**src/rtl/bwd_pkg.sv**
```systemverilog
package bwd_pkg;
  localparam int CFG_W    = 32;
  localparam int BE_W     = CFG_W / 8;
  localparam int DWA_W    = 6;
  localparam int TXN_W    = 64;
  localparam int FIRST_DW = 7;
  localparam int NUM_DW   = 6;
  localparam int NUM_WIN  = 3;

  // slot numbers relative to FIRST_DW
  localparam int S_IO    = 0;
  localparam int S_NP    = 1;
  localparam int S_PF    = 2;
  localparam int S_PFB_U = 3;
  localparam int S_PFL_U = 4;
  localparam int S_IO_U  = 5;

  typedef enum int {WIN_IO = 0, WIN_NP = 1, WIN_PF = 2} win_e;

  function automatic logic [CFG_W-1:0] wr_mask(int slot);
    case (slot)
      S_IO:       wr_mask = 32'h0000_F0F0;
      S_NP, S_PF: wr_mask = 32'hFFF0_FFF0;
      default:    wr_mask = 32'hFFFF_FFFF;
    endcase
  endfunction
endpackage

```
**src/rtl/bwd_regfile.sv**
```systemverilog
module bwd_regfile
  import bwd_pkg::*;
(
  input  logic                          clk,
  input  logic                          rst,
  input  logic                          wr,
  input  logic [DWA_W-1:0]              addr,
  input  logic [CFG_W-1:0]              wdata,
  input  logic [BE_W-1:0]               be,
  output logic [CFG_W-1:0]              rdata,
  output logic [NUM_DW-1:0][CFG_W-1:0]  regs
);
  logic [CFG_W-1:0] lane_m;
  logic [CFG_W-1:0] rd_next;
  logic             mapped;

  always_comb begin
    for (int b = 0; b < BE_W; b++) lane_m[b*8 +: 8] = {8{be[b]}};
  end

  for (genvar s = 0; s < NUM_DW; s++) begin : g_slot
    localparam logic [DWA_W-1:0] IDX = DWA_W'(FIRST_DW + s);
    localparam logic [CFG_W-1:0] WM  = wr_mask(s);
    always_ff @(posedge clk) begin
      if (rst)
        regs[s] <= '0;
      else if (wr && addr == IDX)
        regs[s] <= (regs[s] & ~(lane_m & WM)) | (wdata & lane_m & WM);
    end
  end

  always_comb begin
    rd_next = '0;
    mapped  = 1'b0;
    for (int s = 0; s < NUM_DW; s++) begin
      if (addr == DWA_W'(FIRST_DW + s)) begin
        rd_next = regs[s];
        mapped  = 1'b1;
      end
    end
  end

  always_ff @(posedge clk) begin
    if (rst) rdata <= '0;
    else     rdata <= rd_next;
  end

  AST_NO_LANE_NO_CHANGE: assert property (@(posedge clk) disable iff (rst)
    (wr && be == '0) |=> $stable(regs));
  AST_UNMAPPED_READS_ZERO: assert property (@(posedge clk) disable iff (rst)
    (!mapped) |=> (rdata == '0));
endmodule

```
**src/rtl/bwd_window_cmp.sv**
```systemverilog
module bwd_window_cmp #(
  parameter int W = 64
) (
  input  logic [W-1:0] base,
  input  logic [W-1:0] limit,
  input  logic [W-1:0] addr,
  output logic         hit
);
  logic enabled;
  assign enabled = (base <= limit);
  assign hit     = enabled && (addr >= base) && (addr <= limit);
endmodule

```
**src/rtl/bridge_window_decoder.sv**
```systemverilog
module bridge_window_decoder
  import bwd_pkg::*;
(
  input  logic              clk,
  input  logic              rst,
  input  logic              cfg_wr,
  input  logic [DWA_W-1:0]  cfg_dw_addr,
  input  logic [CFG_W-1:0]  cfg_wdata,
  input  logic [BE_W-1:0]   cfg_be,
  output logic [CFG_W-1:0]  cfg_rdata,
  input  logic [TXN_W-1:0]  txn_addr,
  input  logic              txn_is_io,
  output logic              hit_io,
  output logic              hit_np,
  output logic              hit_pf
);
  logic [NUM_DW-1:0][CFG_W-1:0] r;
  logic [TXN_W-1:0]             w_base [NUM_WIN];
  logic [TXN_W-1:0]             w_lim  [NUM_WIN];
  logic [NUM_WIN-1:0]           raw;

  bwd_regfile u_regs (
    .clk   (clk),
    .rst   (rst),
    .wr    (cfg_wr),
    .addr  (cfg_dw_addr),
    .wdata (cfg_wdata),
    .be    (cfg_be),
    .rdata (cfg_rdata),
    .regs  (r)
  );

  // window edges: zeros appended below the base, ones below the limit
  always_comb begin
    w_base[WIN_IO] = {32'h0, r[S_IO_U][15:0],  r[S_IO][7:4],    12'h000};
    w_lim [WIN_IO] = {32'h0, r[S_IO_U][31:16], r[S_IO][15:12],  12'hFFF};
    w_base[WIN_NP] = {32'h0, r[S_NP][15:4],  20'h00000};
    w_lim [WIN_NP] = {32'h0, r[S_NP][31:20], 20'hFFFFF};
    w_base[WIN_PF] = {r[S_PFB_U], r[S_PF][15:4],  20'h00000};
    w_lim [WIN_PF] = {r[S_PFL_U], r[S_PF][31:20], 20'hFFFFF};
  end

  for (genvar w = 0; w < NUM_WIN; w++) begin : g_win
    bwd_window_cmp #(.W(TXN_W)) u_cmp (
      .base  (w_base[w]),
      .limit (w_lim[w]),
      .addr  (txn_addr),
      .hit   (raw[w])
    );
  end

  assign hit_io = txn_is_io  & raw[WIN_IO];
  assign hit_pf = !txn_is_io & raw[WIN_PF];
  assign hit_np = !txn_is_io & raw[WIN_NP] & !raw[WIN_PF];

  AST_SINGLE_HIT: assert property (@(posedge clk) disable iff (rst)
    $onehot0({hit_io, hit_np, hit_pf}));
  AST_IO_HIT_TYPE: assert property (@(posedge clk) disable iff (rst)
    hit_io |-> (txn_is_io && txn_addr[63:32] == '0));
  AST_NP_LOW_ONLY: assert property (@(posedge clk) disable iff (rst)
    hit_np |-> (!txn_is_io && txn_addr[63:32] == '0));
  AST_PF_MEM_ONLY: assert property (@(posedge clk) disable iff (rst)
    hit_pf |-> !txn_is_io);
endmodule

```
**config.mk**
```make
export PLATFORM = sky130hd
export DESIGN_NAME = bridge_window_decoder
export DESIGN_NICKNAME = d
export VERILOG_FILES = /design/src/rtl/bwd_pkg.sv /design/src/rtl/bwd_regfile.sv /design/src/rtl/bwd_window_cmp.sv /design/src/rtl/bridge_window_decoder.sv
export SDC_FILE = /design/constraint.sdc
export NUM_CORES = 1
export LEC_CHECK = 0
export CAP_MARGIN = 5
export CORE_ASPECT_RATIO = 1.25
export CORE_UTILIZATION = 55
export CTS_BUF_LIST = sky130_fd_sc_hd__clkbuf_8
export CTS_CLUSTER_SIZE = 30
export DETAILED_ROUTE_END_ITERATION = 6
export DONT_BUFFER_PORTS = 1
export PLACE_DENSITY = 0.7
export SLEW_MARGIN = 30
export SYNTH_ARGS = -nofsm -noshare
export SYNTH_HDL_FRONTEND = slang
export SYNTH_SLANG_ARGS = --single-unit
```
**constraint.sdc**
```tcl
create_clock -name clk -period 11.3 [get_ports clk]
set_input_delay 3.39 -clock clk [delete_from_list [all_inputs] [get_ports clk]]
set_output_delay 3.39 -clock clk [all_outputs]
set_load 0.01 [all_outputs]
```
==> summary.md, run 1 <==
| Metric | Value |
|---|---|
| CTS tree | yes |
| # DRC | 0 |
| Die width | roughly 140 µm |
| Routed wire length | 38.2 mm |
| Finished Layout Cells | between 1500 and 2000 |
| Worst R2R Path Depth | 4 |
| Slew HR | 0.339 |
| Share of layout cells above drive strength 1 | 0.0312 |
| Post-cts sizing count | 0 |
| Setup TNS | 0 ns |
| Top cell type's share of synthesized area | 0.295 |
| Comb power frac | 0.079 |
| Post-Syn Nets | about 1900 |
| Nature of the critical path startpoint | primary input |
| Sw power | between 300 and 400 µW |
| RSZ-0062 raised after global routing | false |
| Clk pin slew, worst setup/hold paths | approximately 0.09 ns |
| Layout Area Growth over Synthesis | 5.20% |
| Final core occ | 0.589 |
| Grt ovf | 0 |
| WL/cell | approximately 21 µm |
| Via total after detailed routing | about 11000 |
| Clock Latency Late Sink | a little over 0.5 ns |
| Maxcap violations | 0 |
| Largest net degree at the start of global routing | 185 |
| Iteration-0 DRC Markers | roughly 950 |
| Row cnt | around 60 |
| Worst path required time | approximately 7.9 ns |
| Worst setup path startpoint | txn_addr[45] |
| Fin. max-slew vios | 0 |
| Int Power | slightly below 900 µW |
| Mapped Area | 12500 µm² |
| Post-synth EDFFs | 0 |
| Clock root cell | clkbuf_8 |
| Setup ws final | between 2 and 2.5 ns |
| Die area | ~23000 µm² |
| Global Route Usage Sum | 0.334 |
| Total power | around 1200 µW |
| Cell with the most instances after synthesis | nand2_1 |
| Routed Antenna Nets | 0 |
| Yosys reg bits | about 180 |
| Syn Area/Cell | about 8.1 µm² |
| Final HPWL DP | a little under 30 mm |
| Worst Tran Pin Value | 0.983 ns |
| Vias per cell | ~6.3 |
| I/O Buffers | 0 |
| Post-synth top cells | 250 x nand2_1, 225 x ha_1, 184 x dfxtp_1, 179 x a21oi_1, 159 x inv_1 |
| Initial Util | 0.560 |
| Top achievable clock speed | between 0.1 and 0.15 GHz |
| Critical path peak fanout | 3 |
| GRT met1 Usage | 0.420 |
| Dpl cells | 1788 |
| CTS Buf Count | 17 |
| H-tree depth | 4 |
| GR Util met2 | 0.537 |
| Hold Fails Final Rpt | 0 |
| Post-place setup slack | around 2.4 ns |
| Synth async-reset ratio | 0 |
| Yosys cell types | 55 |
| Final setup vio count | 0 |
| Static Leakage | approximately 0.005 µW |
| Cell Pwr Density | approximately 90 nW/µm² |
| Met3 usage | 0.0757 |
| Global routing's busiest layer | met2 |
| Critical path class | primary input to primary output |
| Initial DRT Pass Iterations | 6 |
| CTS Sinks | roughly 180 |
| CTS Hold Bufs | 0 |
| Flop pwr share | 0.535 |
| CP Capture Type | primary output |
| Synth warnings | 0 |
| Register area share after synthesis | 0.295 |
| Peak VDD IR | about 0.000077 V |
| Worst hold path cell count | 2 |
| Post-CTS setup repair buffer count | 0 |
| Core area | about 22000 µm² |
| Clock power share | 0.386 |
| Fin nets | 1859 |
| Outcome | finished clean |
| Antenna cells | 0 |
| Clk buf depth | 2 |
| Final Skew | approximately 0.011 ns |
| Main area contributors after synthesis | dfxtp_1 30%, ha_1 23%, nand2_1 7.5% |
| Yosys top cell by area | dfxtp_1 |
| Die height | between 150 and 200 µm |
| Final period util | 0.793 |
| Initial antenna violation count | 0 |
| First-pass GRT wire length | just under 60 mm |
| FILL cells | between 2000 and 2500 |
| Cells after synthesis | 1544 |
| Area of the multi-input gates | a little over 8000 µm² |
| Final critical-path required period | about 9.0 ns |
| Register Area | ~3700 µm² |
| HP Class | register to register |
| Main flop type after synthesis | dfxtp_1 |
| Routability Congestion | between 0.9 and 1 |
| I/O Pins | ~150 |
| Worst EP arrival | 5.57 ns |
| Number of global-route vias before repair | 10700 |
| Sw Ratio | 0.264 |
-- layout by cell type, fill, tap and decap left out, types with 3 or more instances in the layout --
cell	synthesis	routed
and3_1	6	6
inv_6	0	4
a211o_1	4	4
dfxtp_1	184	184
clkinvlp_4	0	3
and4_1	4	4
mux2i_1	56	56
a221oi_1	4	4
o22ai_1	17	17
a222oi_1	24	24
nor4_1	17	17
a22oi_1	24	24
buf_4	0	6
nand2_1	250	250
a21oi_1	179	179
o21ai_0	36	36
nand3_1	29	29
a211oi_1	11	11
a21o_1	46	46
a31oi_1	10	10
nor2_1	94	94
nand4_1	51	51
inv_1	159	159
o31ai_1	3	3
nand3b_1	3	3
nor2b_1	6	6
ha_1	225	225
or3_1	3	3
o211ai_1	7	7
nor3_1	12	12
clkbuf_8	0	17
-- metal layers --
| metal | vias to the layer above | routed length [µm] |
|---|---|---|
| li1 | 5509 | - |
| met1 | 5360 | 16100 |
| met2 | 440 | 17500 |
| met3 | 86 | 2940 |
| met4 | 0 | 1610 |
| met5 | - | 0 |
-- through the flow --
step                area (µm²)  hold slack [ns]
detailed placement       12700            0.443
global route             13100            0.477
CTS                      13100            0.456
finish                   13100            0.458
global placement         12700            0.437
floorplan                12500            0.436
-- critical path, stage by stage --
cell	delay (ns)
ha_1	0.28
and4_1	0.22
nand4_1	0.24
or4_1	0.57
a211o_1	0.30
a311oi_1	0.57
-- kinds of logic (layout without fill, tap and decap cells) --
group	count (synthesis)	in the layout	share of synthesized area
compound gates	383	383	0.192
simple gates	492	492	0.180
mux	56	56	0.0449
fa+ha+maj	225	225	0.226
flops	184	184	0.295
buf+inv	204	197	0.0617
-- final timing paths --
kind,slack (ns),end
max,2.34,hit_np
min,0.46,register
max reg2reg,10.04,u_regs.rdata[11]$_SDFF_PP0_
min reg2reg,0.46,register
-- layout make-up --
cell class | count | share of cell area
inverters | 159 | 0.0455
well taps | 283 | 0.0270
repair buffers | 6 | 0.00343
clock buffers | 17 | 0.0178
multi-input cells | 1156 | 0.613
flip-flops and latches | 184 | 0.281
clock inverters | 15 | 0.0128
-- power groups by stage --
stage	Sequential (µW)	Combinational [µW]	Clock, µW
floorplan	665	82.1	0
global placement	666	89.8	0
detailed placement	666	93.7	0
CTS	651	94.5	471
global route	651	110	496
finish	651	95.6	469
Note: power is estimated with default switching activity, not from simulation.
==> inputs of run 2 (changes only) <==
--- a/config.mk
+++ b/config.mk
@@ -12,7 +12,7 @@
 export CTS_CLUSTER_SIZE = 30
 export DETAILED_ROUTE_END_ITERATION = 6
 export DONT_BUFFER_PORTS = 1
-export PLACE_DENSITY = 0.7
+export PLACE_DENSITY = 0.73
 export SLEW_MARGIN = 30
 export SYNTH_ARGS = -nofsm -noshare
 export SYNTH_HDL_FRONTEND = slang
==> constraint.sdc (replaced) <==
create_clock -name clk -period 7.9 [get_ports clk]
set_input_delay 2.37 -clock clk [delete_from_list [all_inputs] [get_ports clk]]
set_output_delay 2.37 -clock clk [all_outputs]
set_load 0.01 [all_outputs]
==> run 2 against run 1 <==
Non-clock buffer count unchanged. Worst setup slack got worse by 1.4 ns. Via count increased by 0.46%. Largest cell class unchanged.
==> summary.md, run 2 (same netlist as run 1, synthesis figures left out) <==
| Metric | Value |
|---|---|
| Critical path peak fanout | 3 (unchanged) |
| Outcome | finished clean (unchanged) |
| Final HPWL DP | 29.8 mm (was 29.6 mm) |
| Clock root cell | clkbuf_8 (unchanged) |
| WL/cell | 20.9 µm (was 21.0 µm) |
| Max stage delay on crit path | 0.68 ns (was 0.57 ns) |
| Routability Congestion | 0.992 (was 0.945) |
| Slew HR | 0.326 (was 0.339) |
| Dpl cells | 1788 (unchanged) |
| Worst EP arrival | 4.61 ns (was 5.57 ns) |
| Hold Fails Final Rpt | 0 (unchanged) |
| Grt ovf | 0 (unchanged) |
| Fin. max-slew vios | 0 (unchanged) |
| Peak VDD IR | 0.000112 V (was 0.0000768 V) |
| Worst path cell trace | ha_1 -> a21oi_1 -> o21ai_0 -> a211o_1 -> a211oi_1 -> a2111oi_1 -> o211a_1 -> and4b_1 (was ha_1 -> and4_1 -> nand4_1 -> or4_1 -> a211o_1 -> a311oi_1) |
| Row cnt | 61 (unchanged) |
| Final critical-path required period | around 7.0 ns |
| # DRC | 0 (unchanged) |
| Clock Latency Late Sink | 0.51 ns (about the same) |
| Fin nets | 1859 (unchanged) |
| Initial antenna violation count | 0 (unchanged) |
| Initial Util | 0.560 (unchanged) |
| HP Class | register to register (unchanged) |
| Final setup vio count | 0 (unchanged) |
| Area after DPL | 12700 µm² (unchanged) |
| H-tree depth | 4 (unchanged) |
| Nature of the critical path startpoint | primary input (unchanged) |
| Core area | 22300 µm² (unchanged) |
| Worst hold slack | 0.458 ns (about the same) |
| Cell Pwr Density | 135 nW/µm² (was 92.5 nW/µm²) |
| I/O Pins | 145 (unchanged) |
| I/O Buffers | 0 (unchanged) |
| CTS Buf Count | 17 (unchanged) |
| RSZ-0062 raised after global routing | false (unchanged) |
| Global Route Usage Sum | 0.335 (was 0.334) |
| Routed Antenna Nets | 0 (unchanged) |
| Comb power frac | 0.077 (was 0.079) |
| Worst path required time | 5.53 ns (was 7.91 ns) |
| Share of layout cells above drive strength 1 | 0.0306 (was 0.0312) |
| Static Leakage | 0.00491 µW (was 0.00489 µW) |
| Commonest cells after routing, fill and taps aside | 250 x nand2_1, 225 x ha_1, 184 x dfxtp_1 (unchanged) |
| CTS Sinks | 184 (unchanged) |
| Via total after detailed routing | 11400 (about the same) |
| Slowest stage cell, crit path | a2111oi_1 (was or4_1) |
| Antenna cells | 0 (unchanged) |
| Design area | 13200 µm² (was 13100 µm²) |
| Post-cts sizing count | 0 (unchanged) |
| Die area | 23300 µm² (unchanged) |
| Clock power share | 0.397 (was 0.386) |
| FILL cells | 2081 (was 2123) |
| Worst Tran Pin Value | 1.00 ns (was 0.983 ns) |
| Setup TNS | 0 ns (unchanged) |
| Final period util | 0.883 |
| Number of global-route vias before repair | 11000 (was 10700) |
| Final Skew | 0.0134 ns (was 0.0112 ns) |
| Layout Area Growth over Synthesis | 5.43% (was 5.20%) |
| Clk buf depth | 2 (unchanged) |
| CP Capture Type | primary output (unchanged) |
| Critical path class | primary input to primary output (unchanged) |
| Maxcap violations | 0 (unchanged) |
| Iteration-0 DRC Markers | 909 (was 953) |
| Setup ws final | 0.920 ns (was 2.34 ns) |
| Post-CTS setup repair buffer count | 0 (unchanged) |
| CTS Hold Bufs | 0 (unchanged) |
| Most common cell after layout, fill and taps aside | nand2_1 (unchanged) |
| CTS tree | yes (unchanged) |
| Flop pwr share | 0.525 (was 0.535) |
| Sw power | 449 µW (was 321 µW) |
| Sw Ratio | 0.253 (was 0.264) |
| Largest net degree at the start of global routing | 185 (unchanged) |
| First-pass GRT wire length | 59.0 mm (was 58.2 mm) |
| Initial DRT Pass Iterations | 6 (unchanged) |
| Routed wire length | 38.0 mm (was 38.2 mm) |
| Top achievable clock speed | between 0.1 and 0.15 GHz |
| Die width | 137 µm (unchanged) |
| Die height | 170 µm (unchanged) |
| Vias per cell | 6.29 (was 6.26) |
| Post-place setup slack | 0.979 ns (was 2.35 ns) |
| Finished Layout Cells | 1820 (unchanged) |
| Int Power | 1320 µW (was 894 µW) |
| Clk pin slew, worst setup/hold paths | 0.09 ns (about the same) |
-- run 2: changes by cell type in the layout (fill, tap and decap cells not counted), sizes merged --
cell and change:
bufinv +1, clkbuf +2, inv -3
-- run 2: per-layer routing --
metal / up-vias / share of wire / global-route usage
met4: 0 / 0.042 / 0.152
met1: 5359 / 0.42 / 0.429
met3: 98 / 0.082 / 0.0608
met5: - / 0 / 0
li1: 5515 / - / -
met2: 475 / 0.46 / 0.542
-- run 2: worst paths after layout --
kind,from,endpoint,slack (ns),cells after the start
setup / recovery,txn_addr[61],hit_pf,0.92,8
hold / removal,register,register,0.46,2
setup reg to reg,register,u_regs.rdata[27]$_SDFF_PP0_,6.55,4
hold reg to reg,register,register,0.46,2
-- run 2: cell type report --
| class | count | area, µm² | share of cell area |
|---|---|---|---|
| Multi-Input combinational cell | 1156 | 8050 | 0.612 |
| Sequential cell | 184 | 3680 | 0.280 |
| Inverter | 159 | 597 | 0.0454 |
| Tap cell | 283 | 354 | 0.0269 |
| Clock buffer | 19 | 262 | 0.0199 |
| Clock inverter | 13 | 169 | 0.0128 |
| Timing Repair Buffer | 6 | 45.0 | 0.00342 |
-- run 2: worst max-delay path: cells and delay by family --
family	cells	cell delay, ns
simple gates	1	0.30
compound gates	6	1.66
fa+ha+maj	1	0.28
-- run 2: stage by stage --
stage	utilization	total power (µW)
floorplan	-	1070
global placement	0.571	1080
detailed placement	0.571	1090
CTS	0.590	1770
global route	0.590	1830
finish	0.590	1770
-- run 2: power groups by stage --
| stage | Combinational [µW] | Clock [µW] | Sequential, µW |
|---|---|---|---|
| after floorplan | 117 | 0 | 951 |
| final | 137 | 704 | 931 |
| after global routing | 158 | 738 | 931 |
| after detailed placement | 134 | 0 | 952 |
| after CTS | 135 | 705 | 930 |
| after global placement | 128 | 0 | 952 |
==> inputs of run 3 (changes only) <==
--- a/config.mk
+++ b/config.mk
@@ -5,14 +5,13 @@
 export SDC_FILE = /design/constraint.sdc
 export NUM_CORES = 1
 export LEC_CHECK = 0
+export BUFFER_PORTS_ARGS = -buffer_cell sky130_fd_sc_hd__clkbuf_2
 export CAP_MARGIN = 5
 export CORE_ASPECT_RATIO = 1.25
-export CORE_UTILIZATION = 55
+export CORE_UTILIZATION = 35
 export CTS_BUF_LIST = sky130_fd_sc_hd__clkbuf_8
 export CTS_CLUSTER_SIZE = 30
 export DETAILED_ROUTE_END_ITERATION = 6
-export DONT_BUFFER_PORTS = 1
-export PLACE_DENSITY = 0.73
 export SLEW_MARGIN = 30
 export SYNTH_ARGS = -nofsm -noshare
 export SYNTH_HDL_FRONTEND = slang
==> run 3 against run 2 <==
Clock skew is 0.0047 ns lower. Sequential share of layout area is 1.8 points lower. Sequential power hardly changed. Critical endpoint is now hit_np.
==> summary.md, run 3 (same netlist as run 1, synthesis figures left out) <==
| Metric | Value |
|---|---|
| Outcome | finished clean (unchanged) |
| Routed Antenna Nets | 0 (unchanged) |
| Commonest cells after routing, fill and taps aside | 250 x nand2_1, 225 x ha_1, 184 x dfxtp_1 (unchanged) |
| Top achievable clock speed | 0.137 GHz (was 0.143 GHz) |
| Fin. max-slew vios | 0 (unchanged) |
| Final HPWL DP | 34.5 mm (was 29.8 mm) |
| Iteration-0 DRC Markers | 800 (was 909) |
| Initial antenna violation count | 1 (was 0) |
| Setup TNS | 0 ns (unchanged) |
| Final critical-path required period | 7.28 ns (was 6.98 ns) |
| FILL cells | 3655 (was 2081) |
| Clk pin slew, worst setup/hold paths | 0.08 ns (was 0.09 ns) |
| CTS Buf Count | 17 (unchanged) |
| Nature of the critical path startpoint | primary input (unchanged) |
| Max stage delay on crit path | 0.49 ns (was 0.68 ns) |
| Die width | 171 µm (was 137 µm) |
| Fin nets | 2008 (was 1859) |
| Worst EP arrival | 4.91 ns (was 4.61 ns) |
| CTS Sinks | 184 (unchanged) |
| Routability Congestion | 0.938 (was 0.992) |
| Die height | 213 µm (was 170 µm) |
| I/O Buffers | 144 (was 0) |
| Clock Latency Late Sink | 0.50 ns (was 0.51 ns) |
| Most common cell after layout, fill and taps aside | nand2_1 (unchanged) |
| Final period util | 0.922 (was 0.883) |
| # DRC | 0 (unchanged) |
| Number of global-route vias before repair | 11400 (was 11000) |
| Row cnt | 76 (was 61) |
| Slew HR | 0.318 (was 0.326) |
| Maxcap violations | 0 (unchanged) |
| Slowest stage cell, crit path | a311oi_1 (was a2111oi_1) |
| Critical path class | primary input to primary output (unchanged) |
| Post-cts sizing count | 0 (unchanged) |
| Worst hold slack | 0.458 ns (about the same) |
| Register Area | 3680 µm² (unchanged) |
| I/O Pins | 145 (unchanged) |
| CTS tree | yes (unchanged) |
| Most Frequent Cell on Critical Path | clkbuf_2 |
| Share of layout cells above drive strength 1 | 0.113 (was 0.0306) |
| Vias per cell | 5.45 (was 6.29) |
| WL/cell | 19.9 µm (was 20.9 µm) |
| CTS Hold Bufs | 0 (unchanged) |
| Worst path cell trace | clkbuf_2 -> ha_1 -> nand4_1 -> a211oi_1 -> a2111oi_0 -> or4_1 -> a211o_1 -> a311oi_1 -> clkbuf_2 (was ha_1 -> a21oi_1 -> o21ai_0 -> a211o_1 -> a211oi_1 -> a2111oi_1 -> o211a_1 -> and4b_1) |
| CP Capture Type | primary output (unchanged) |
| Via total after detailed routing | 11700 (was 11400) |
| HP Class | register to register (unchanged) |
| Post-CTS setup repair buffer count | 0 (unchanged) |
| Initial DRT Pass Iterations | 7 (was 6) |
| Clock root cell | clkbuf_8 (unchanged) |
| Final core occ | 0.404 (was 0.590) |
| Cell Pwr Density | 123 nW/µm² (was 135 nW/µm²) |
| Static Leakage | 0.00552 µW (was 0.00491 µW) |
| Worst Tran Pin Value | 1.02 ns (was 1.00 ns) |
| Area of the multi-input gates | 8050 µm² (about the same) |
| RSZ-0062 raised after global routing | false (unchanged) |
| Final setup vio count | 0 (unchanged) |
| First-pass GRT wire length | 65.7 mm (was 59.0 mm) |
| Die area | 36400 µm² (was 23300 µm²) |
| Critical path peak fanout | 6 (was 3) |
| Peak VDD IR | 0.0000871 V (was 0.000112 V) |
| Largest net degree at the start of global routing | 93 (was 185) |
| H-tree depth | 4 (unchanged) |
| Grt ovf | 0 (unchanged) |
| Global Route Usage Sum | 0.242 (was 0.335) |
| Clk buf depth | 2 (unchanged) |
| Initial Util | 0.359 (was 0.560) |
| Core area | 34800 µm² (was 22300 µm²) |
| Layout Area Growth over Synthesis | 12.6% (was 5.43%) |
| Routed wire length | 42.8 mm (was 38.0 mm) |
| Hold Fails Final Rpt | 0 (unchanged) |
| Worst path required time | 5.53 ns (about the same) |
| Final Skew | 0.00874 ns (was 0.0134 ns) |
[run 3: changes by cell type in the layout (fill, tap and decap cells not counted), sizes merged]
cell / previous run / this run
clkinvlp: 3 / 1
clkbuf: 19 / 164
diode: 0 / 1
clkinv: 4 / 2
bufinv: 3 / 0
inv: 162 / 164
buf: 6 / 12
[run 3: area by class of cell]
| cell class | count | area share |
|---|---|---|
| Antenna cell | 1 | 0.000178 |
| Clock buffer | 21 | 0.0206 |
| Clock inverter | 8 | 0.00258 |
| Inverter | 159 | 0.0425 |
| Multi-Input combinational cell | 1156 | 0.573 |
| Sequential cell | 184 | 0.262 |
| Tap cell | 468 | 0.0417 |
| Timing Repair Buffer | 155 | 0.0576 |
[run 3: critical path: cells and delay by family]
kind | cells | cell delay [ns]
AO/OA/AOI/OAI | 4 | 1.14
adder cells (fa/ha/maj) | 1 | 0.35
buffers and inverters | 2 | 0.39
AND/OR/NAND/NOR | 2 | 0.64
[run 3: layer usage]
| metal | routed length, µm | vias to the layer above | global-route usage | share of wire |
|---|---|---|---|---|
| met5 | 0 | - | 0 | 0 |
| li1 | - | 5810 | - | - |
| met4 | 1430 | 0 | 0.0970 | 0.033 |
| met2 | 21000 | 321 | 0.416 | 0.49 |
| met3 | 1920 | 58 | 0.0337 | 0.045 |
| met1 | 18400 | 5537 | 0.303 | 0.43 |
[run 3: worst paths after layout]
kind	to	slack [ns]	start	depth (start not counted)
max	hit_np	0.62	txn_addr[30]	9
min	register	0.46	register	2
max reg2reg	u_regs.rdata[8]$_SDFF_PP0_	6.56	register	4
min reg2reg	register	0.46	register	2
[run 3: report_power, final]
part,internal [µW],switching [µW]
registers,928,2.04
logic,82.4,142
clock network,239,335
[run 3: through the flow]
step / worst slack, ns / instances / power, µW / cell area, µm²
final: 0.616 / 2152 / 1730 / 14100
after global routing: 0.491 / 2152 / 1800 / 14100
after CTS: 0.636 / 2151 / 1740 / 14000
after detailed placement: 0.643 / 2122 / 1170 / 13700
after global placement: 0.571 / 2122 / 1170 / 13700
after floorplan: 1.34 / 1544 / 1070 / 12500
